===== src/rtl/pfd_pkg.sv =====
`timescale 1ns/1ps
// Shared types for the phase-frequency detector.
package pfd_pkg;

    // Detector state: idle, one-sided error, residual tail, divider-disabled hold.
    typedef enum logic [2:0] {
        ST_IDLE  = 3'd0,
        ST_UP    = 3'd1,
        ST_DN    = 3'd2,
        ST_RESID = 3'd3,
        ST_HOLD  = 3'd4
    } pfd_state_t;

endpackage


===== src/rtl/pfd_edge_det.sv =====
`timescale 1ns/1ps
// Synchronizes one asynchronous input and flags its rising edges.
// Assumes SYNC_STAGES >= 1. rise_o is a one-cycle pulse, valid
// SYNC_STAGES edges after the input goes high.
module pfd_edge_det #(
    parameter int SYNC_STAGES = 2
) (
    input  logic clk,
    input  logic rst_n,
    input  logic sig_in,
    output logic rise_o
);

    logic [SYNC_STAGES-1:0] sync_q;
    logic                   last_q;

    generate
        if (SYNC_STAGES == 1) begin : g_one
            // Single sampling flop.
            always_ff @(posedge clk) begin
                if (!rst_n) sync_q <= '0;
                else        sync_q <= sig_in;
            end
        end else begin : g_chain
            // Shift chain of sampling flops.
            always_ff @(posedge clk) begin
                if (!rst_n) sync_q <= '0;
                else        sync_q <= {sync_q[SYNC_STAGES-2:0], sig_in};
            end
        end
    endgenerate

    // Remember the previous synchronized level for edge detection.
    always_ff @(posedge clk) begin
        if (!rst_n) last_q <= 1'b0;
        else        last_q <= sync_q[SYNC_STAGES-1];
    end

    assign rise_o = sync_q[SYNC_STAGES-1] & ~last_q;

    // an edge is reported for one cycle only.
    p_single_rise_r6: assert property (@(posedge clk) disable iff (!rst_n)
        rise_o |=> !rise_o);

endmodule


===== src/rtl/pfd_detector_core.sv =====
`timescale 1ns/1ps
// Phase-frequency detector state machine with a residual tail.
// Takes one-cycle rise strobes. Edges that arrive while a pulse or the
// tail is open are ignored. A tail of 0 cycles is stretched to 1.
// fb_enable is assumed synchronous to clk.
module pfd_detector_core
    import pfd_pkg::*;
#(
    parameter int RES_W = 6
) (
    input  logic             clk,
    input  logic             rst_n,
    input  logic             ref_rise,
    input  logic             fb_rise,
    input  logic             fb_enable,
    input  logic [RES_W-1:0] resid_cycles,
    output logic             up_o,
    output logic             dn_o
);

    localparam logic [RES_W-1:0] ONE = RES_W'(1);

    pfd_state_t       state_q;
    logic [RES_W-1:0] tail_cnt_q;

    // Advance the detector state and drive the registered outputs.
    always_ff @(posedge clk) begin
        if (!rst_n) begin
            state_q    <= ST_IDLE;
            up_o       <= 1'b0;
            dn_o       <= 1'b0;
            tail_cnt_q <= '0;
        end else if (!fb_enable) begin
            state_q    <= ST_HOLD;
            up_o       <= 1'b1;
            dn_o       <= 1'b0;
            tail_cnt_q <= '0;
        end else begin
            case (state_q)
                ST_HOLD: begin
                    state_q <= ST_IDLE;
                    up_o    <= 1'b0;
                    dn_o    <= 1'b0;
                end
                ST_IDLE: begin
                    if (ref_rise && fb_rise) begin
                        state_q    <= ST_RESID;
                        up_o       <= 1'b1;
                        dn_o       <= 1'b1;
                        tail_cnt_q <= ONE;
                    end else if (ref_rise) begin
                        state_q <= ST_UP;
                        up_o    <= 1'b1;
                    end else if (fb_rise) begin
                        state_q <= ST_DN;
                        dn_o    <= 1'b1;
                    end
                end
                ST_UP: begin
                    if (fb_rise) begin
                        state_q    <= ST_RESID;
                        dn_o       <= 1'b1;
                        tail_cnt_q <= ONE;
                    end
                end
                ST_DN: begin
                    if (ref_rise) begin
                        state_q    <= ST_RESID;
                        up_o       <= 1'b1;
                        tail_cnt_q <= ONE;
                    end
                end
                ST_RESID: begin
                    if (tail_cnt_q >= resid_cycles) begin
                        state_q <= ST_IDLE;
                        up_o    <= 1'b0;
                        dn_o    <= 1'b0;
                    end else begin
                        tail_cnt_q <= tail_cnt_q + ONE;
                    end
                end
                default: begin
                    state_q <= ST_IDLE;
                    up_o    <= 1'b0;
                    dn_o    <= 1'b0;
                end
            endcase
        end
    end

    // a disabled feedback divider forces up high and dn low next cycle.
    p_hold_state_r7: assert property (@(posedge clk) disable iff (!rst_n)
        !fb_enable |=> (up_o && !dn_o));

    // outside hold entry, dn never ends without up ending too.
    p_fall_together_r2: assert property (@(posedge clk) disable iff (!rst_n)
        ($fell(dn_o) && $past(fb_enable)) |-> $fell(up_o));

endmodule


===== src/rtl/pfd_lock_integ.sv =====
`timescale 1ns/1ps
// Leaky integrator of phase-error time with a hysteretic out-of-lock flag.
// Error time is any cycle in which exactly one of up/dn is high, so the
// shared residual tail is excluded. Assumes clr_thr < set_thr.
module pfd_lock_integ #(
    parameter int LVL_W      = 8,
    parameter int LEAK_SHIFT = 2
) (
    input  logic             clk,
    input  logic             rst_n,
    input  logic             up_i,
    input  logic             dn_i,
    input  logic [LVL_W-1:0] set_thr,
    input  logic [LVL_W-1:0] clr_thr,
    output logic             flag_o
);

    localparam logic [LVL_W-1:0] LVL_MAX = {LVL_W{1'b1}};

    logic             err;
    logic             leak_tick;
    logic [LVL_W-1:0] level_q;

    assign err = up_i ^ dn_i;

    generate
        if (LEAK_SHIFT == 0) begin : g_leak_every
            assign leak_tick = 1'b1;
        end else begin : g_leak_div
            logic [LEAK_SHIFT-1:0] leak_cnt_q;
            // Free-running prescaler that paces the leak.
            always_ff @(posedge clk) begin
                if (!rst_n) leak_cnt_q <= '0;
                else        leak_cnt_q <= leak_cnt_q + 1'b1;
            end
            assign leak_tick = &leak_cnt_q;
        end
    endgenerate

    // Integrate error time upward and leak downward, saturating both ways.
    always_ff @(posedge clk) begin
        if (!rst_n) begin
            level_q <= '0;
        end else if (err) begin
            if (level_q != LVL_MAX) level_q <= level_q + 1'b1;
        end else if (leak_tick && (level_q != '0)) begin
            level_q <= level_q - 1'b1;
        end
    end

    // Set and release the flag on separate thresholds.
    always_ff @(posedge clk) begin
        if (!rst_n)                           flag_o <= 1'b0;
        else if (!flag_o && level_q >= set_thr) flag_o <= 1'b1;
        else if (flag_o && level_q <= clr_thr)  flag_o <= 1'b0;
    end

    // the level saturates instead of wrapping.
    p_no_wrap_r8: assert property (@(posedge clk) disable iff (!rst_n)
        (level_q == LVL_MAX && err) |=> (level_q == LVL_MAX));

    // reaching the set threshold raises the flag next cycle.
    p_flag_set_r8: assert property (@(posedge clk) disable iff (!rst_n)
        (level_q >= set_thr) |=> flag_o);

    // a set flag holds while the level stays above the release threshold.
    p_flag_hold_r9: assert property (@(posedge clk) disable iff (!rst_n)
        (flag_o && level_q > clr_thr) |=> flag_o);

    // residual-only cycles never raise the level.
    p_resid_no_count_r10: assert property (@(posedge clk) disable iff (!rst_n)
        (up_i && dn_i) |=> (level_q <= $past(level_q)));

endmodule


===== src/rtl/pfd_lock_top.sv =====
`timescale 1ns/1ps
// Top of the phase-frequency detector with lock indicator.
// Both signal inputs are synchronized, edge-detected, compared by the
// detector core, and the resulting pulses feed the lock integrator.
// Assumes the pulse period is longer than the lag plus the residual tail.
module pfd_lock_top #(
    parameter int SYNC_STAGES = 2,
    parameter int RES_W       = 6,
    parameter int LVL_W       = 8,
    parameter int LEAK_SHIFT  = 2
) (
    input  logic             clk,
    input  logic             rst_n,
    input  logic             ref_in,
    input  logic             fb_in,
    input  logic             fb_enable,
    input  logic [RES_W-1:0] resid_cycles,
    input  logic [LVL_W-1:0] lock_set_thr,
    input  logic [LVL_W-1:0] lock_clr_thr,
    output logic             up,
    output logic             dn,
    output logic             out_of_lock
);

    logic ref_rise;
    logic fb_rise;

    pfd_edge_det #(.SYNC_STAGES(SYNC_STAGES)) u_ref_edge (
        .clk    (clk),
        .rst_n  (rst_n),
        .sig_in (ref_in),
        .rise_o (ref_rise)
    );

    pfd_edge_det #(.SYNC_STAGES(SYNC_STAGES)) u_fb_edge (
        .clk    (clk),
        .rst_n  (rst_n),
        .sig_in (fb_in),
        .rise_o (fb_rise)
    );

    pfd_detector_core #(.RES_W(RES_W)) u_core (
        .clk          (clk),
        .rst_n        (rst_n),
        .ref_rise     (ref_rise),
        .fb_rise      (fb_rise),
        .fb_enable    (fb_enable),
        .resid_cycles (resid_cycles),
        .up_o         (up),
        .dn_o         (dn)
    );

    pfd_lock_integ #(.LVL_W(LVL_W), .LEAK_SHIFT(LEAK_SHIFT)) u_integ (
        .clk     (clk),
        .rst_n   (rst_n),
        .up_i    (up),
        .dn_i    (dn),
        .set_thr (lock_set_thr),
        .clr_thr (lock_clr_thr),
        .flag_o  (out_of_lock)
    );

endmodule


===== config.mk =====
export PLATFORM = sky130hd
export DESIGN_NAME = pfd_lock_top
export DESIGN_NICKNAME = d
export VERILOG_FILES = /design/src/rtl/pfd_pkg.sv /design/src/rtl/pfd_edge_det.sv /design/src/rtl/pfd_detector_core.sv /design/src/rtl/pfd_lock_integ.sv /design/src/rtl/pfd_lock_top.sv
export SDC_FILE = /design/constraint.sdc
export NUM_CORES = 1
export LEC_CHECK = 0
export ABC_AREA = 0
export BUFFER_PORTS_ARGS = -buffer_cell sky130_fd_sc_hd__buf_2
export CORE_MARGIN = 3
export CORE_UTILIZATION = 36
export CTS_BUF_LIST = sky130_fd_sc_hd__clkbuf_8
export DETAILED_ROUTE_END_ITERATION = 8
export MAX_ROUTING_LAYER = met4
export PLACE_DENSITY = 0.65
export SLEW_MARGIN = 20
export SYNTH_ARGS = -nofsm -noshare
export SYNTH_HDL_FRONTEND = slang
export SYNTH_HIERARCHICAL = 1
export SYNTH_SLANG_ARGS = --single-unit

===== constraint.sdc =====
create_clock -name clk -period 4.8 [get_ports clk]
set_input_delay 0.72 -clock clk [delete_from_list [all_inputs] [get_ports clk]]
set_output_delay 0.72 -clock clk [all_outputs]
set_load 0.03 [all_outputs]

==> metrics.md <==
| Metric | Value |
|---|---|
| Crit path launch type | register |
| Pwr per Cell Area | between 200 and 300 nW/um^2 |
| Main synth FF type | dfxtp_1 |
| Critical Path Source | u_core/dn_o |
| H-tree Lvls | 1 |
| Hold_buf cts | 0 |
| CORE AREA | between 4000 and 5000 um^2 |
| DR DRC count | 0 |
| Synthesized area per cell | 8.35 um^2 |
| Crit Path Category | register to register |
| Postcts setup bufs | 0 |
| Std cell rows | 25 |
| Crit-path cells | xor2_2, xnor2_1, ha_1, nor4_1, a21oi_2, or3_1, a21oi_1 |
| Vias in the first global route | roughly 1400 |
| Reg2reg start | u_core/dn_o |
| Worst Path Arrival | approximately 2600 ps |
| PostCTS Resize Cnt | 0 |
| Setup crit end kind | register |
| Die Wd | 78.5 um |
| First-pass GRT wire length | roughly 6300 um |
| Detailed placement HPWL | ~2900 um |
| Leakage | a little under 0.001 uW |
| Net count, final | slightly above 300 |
| Sink Count | 28 |
| Final setup violation count | 0 |
| Fmax | 424 MHz |
| Post-route ant nets | 0 |
| Max cap viols | 0 |
| Slowest stage delay, CP | between 400 and 500 ps |
| Initial antenna violation count | 0 |
| Number of diodes | 0 |
| CTS tree | yes |
| DR vias/cell | between 4 and 5 |
| Layout cell share with drive strength beyond 1 | a little under a fifth |
| Hold crit path type | register to register |
| Hold path start | u_integ/g_leak_div.leak_cnt_q[0] |
| Synth warn | 6 |
| Post-route clock skew | 4.76 ps |
| Endpoints failing hold | 0 |
| Syn nets | roughly 280 |
| Rel. slew slack | approximately three fifths |
| Ys async rst share | 0% |
| Vias | between 1500 and 2000 |
| Routed length per instance | 11.2 um |
| Pin count of the biggest net entering global routing | 17 |
| Final period utilization | between 40% and 50% |
| Initial Util | approximately two fifths |
| Req. time, crit path | 5000 ps |
| Total power | about 630 uW |
| R2r setup slk | approximately 2400 ps |
| Post-synth EDFFs | 0 |
| PnR worst setup slack | 2440 ps |
| Overall Global Routing Usage | between 10% and 20% |
| Ports | 30 |
| Design Area, Final | between 2000 and 2500 um^2 |
| # fillers | a little under 500 |
| DRT iter0 DRCs | 56 |
| Crit-path slowest cell | nor4_1 |
| Worst Max-Slew Pin Slew | around 600 ps |
| Post-synthesis sequential area ratio | around 30% |
| Area growth from synthesis to layout | 15.5% |
| Die extent in y | approximately 79 um |
| Netlist Area Pre-Place | about 1900 um^2 |
| Routability congestion estimate | 0.824 |
| TNS Setup | 0 ps |
| Clock insertion delay at the later pin of the skew report | between 200 and 300 ps |
| Post-synthesis register bit count | 28 |
| Yosys cell types | 46 |
| Worst slack at placement | between 2000 and 2500 ps |
| Total CTS buffers | 3 |
| Routed WL | approximately 3600 um |
| RSZ-0062 raised after global routing | no |
| Hold Path Depth | 1 |
| Crit path time final | between 2000 and 2500 ps |
| Final-report max-slew violation count | 0 |
| Max VDD drop | between 0.0001 and 0.00015 V |
| Area after DPL | about 2100 um^2 |
| Reg clk slew, reported paths | roughly 90 ps |
| Status | completed |
| CP Max Fanout | 10 |
| Port bufs | 29 |
| Worst r2r path cells | 7 |
| DRT Pass-1 Iters | 6 |
| Min Hold Slack | 423 ps |
| Clk root buf | clkbuf_8 |
| GRT Residual Overflow | 0 |
| CP endpoint | u_integ/level_q[4] |
| Clk buf depth | 2 |
| RR Endpoint | u_integ/level_q[4] |
| Die area | between 6000 and 7000 um^2 |
| Cells after synthesis | 227 |
==> state kept, by name (all words and copies together), names as in the netlist <==
register and flops:
u_ref_edge/last_q 1, u_core/dn_o 1, u_fb_edge/sync_q 2, u_integ/flag_o 1, u_fb_edge/last_q 1, u_integ/level_q 8
u_core/state_q 3, u_ref_edge/sync_q 2, u_integ/g_leak_div.leak_cnt_q 2, u_core/up_o 1, u_core/tail_cnt_q 6
==> worst max-delay path, delay by kind of cell, from the launching register on <==
kind            cells  cell delay, ps
flops               1             440
simple gates        2             790
compound gates      2             260
xor+xnor            2             580
fa+ha+maj           1             240
==> cell type report <==
type | count | area (um^2) | area share [%]
multi-input cells | 168 | 1220 | 55.7
flip-flops and latches | 28 | 561 | 25.6
repair buffers | 29 | 145 | 6.64
inverters | 29 | 109 | 4.98
well taps | 67 | 83.8 | 3.83
clock buffers | 3 | 41.3 | 1.89
clock inverters | 1 | 30.0 | 1.37
==> kinds of logic after synthesis <==
kind of cell / after synthesis / share of synthesized area [%]
XOR/XNOR: 4 / 2.25
buffers and inverters: 31 / 6.14
AO/OA/AOI/OAI: 58 / 19.4
flip-flops: 28 / 29.6
multiplexers: 5 / 2.64
AND/OR/NAND/NOR: 76 / 23.5
adder cells (fa/ha/maj): 25 / 16.5
==> routing by layer <==
layer | GRT usage (%) | wire length [um] | vias to the layer above
li1 | - | - | 869
met1 | 16.9 | 1810 | 702
met2 | 19.9 | 1700 | 22
met3 | 2.75 | 108 | 2
met4 | 2.62 | 19 | 0
met5 | - | 0 | -
==> worst min-delay path by stage <==
stage,slack (ps),end
CTS,430,u_integ/g_leak_div.leak_cnt_q[0]
global route,450,u_fb_edge/sync_q[1]
detailed placement,410,u_fb_edge/sync_q[1]
finish,420,u_integ/g_leak_div.leak_cnt_q[0]
floorplan,400,u_integ/g_leak_div.leak_cnt_q[0]
global placement,410,u_fb_edge/sync_q[1]
==> per-stage QoR <==
step | utilization (%) | cells
floorplan | - | 227
global placement | 43.1 | 321
detailed placement | 43.1 | 321
CTS | 44.5 | 325
global route | 44.5 | 325
finish | 44.5 | 325
==> synth_stat cells (all sizes together), types with 3 or more instances <==
cell type | count | share of area [%]
nor3 | 4 | 1.7
nor2 | 15 | 3.2
nand2b | 7 | 2.3
o31ai | 4 | 1.8
dfxtp | 28 | 30
and4 | 3 | 1.5
xnor2 | 3 | 1.4
a21oi | 24 | 6.5
nand3 | 5 | 1.3
nor2b | 4 | 2.1
o211ai | 3 | 1.2
or3 | 4 | 1.3
nand2 | 13 | 2.6
nand4 | 7 | 2.3
o21ai | 11 | 3.5
a21o | 3 | 1.2
and2 | 9 | 3.2
inv | 29 | 5.7
ha | 25 | 17
a31oi | 3 | 0.99
mux2i | 5 | 2.6
==> where the power goes <==
| group | internal (uW) | total (uW) | switching [uW] |
|---|---|---|---|
| clock network | 112 | 181 | 69.8 |
| registers | 251 | 284 | 32.4 |
| logic | 77.8 | 168 | 90.3 |
==> cells in the final DEF, fill, tap and decap left out, types with 8 or more instances in the layout <==
cell type / Yosys / routed
a21oi_1: 23 / 23
buf_2: 0 / 29
dfxtp_1: 28 / 28
ha_1: 25 / 25
inv_1: 29 / 29
nand2_1: 13 / 13
nor2_1: 13 / 13
o21ai_0: 8 / 8
No activity file was read; power rests on OpenSTA's default activity.
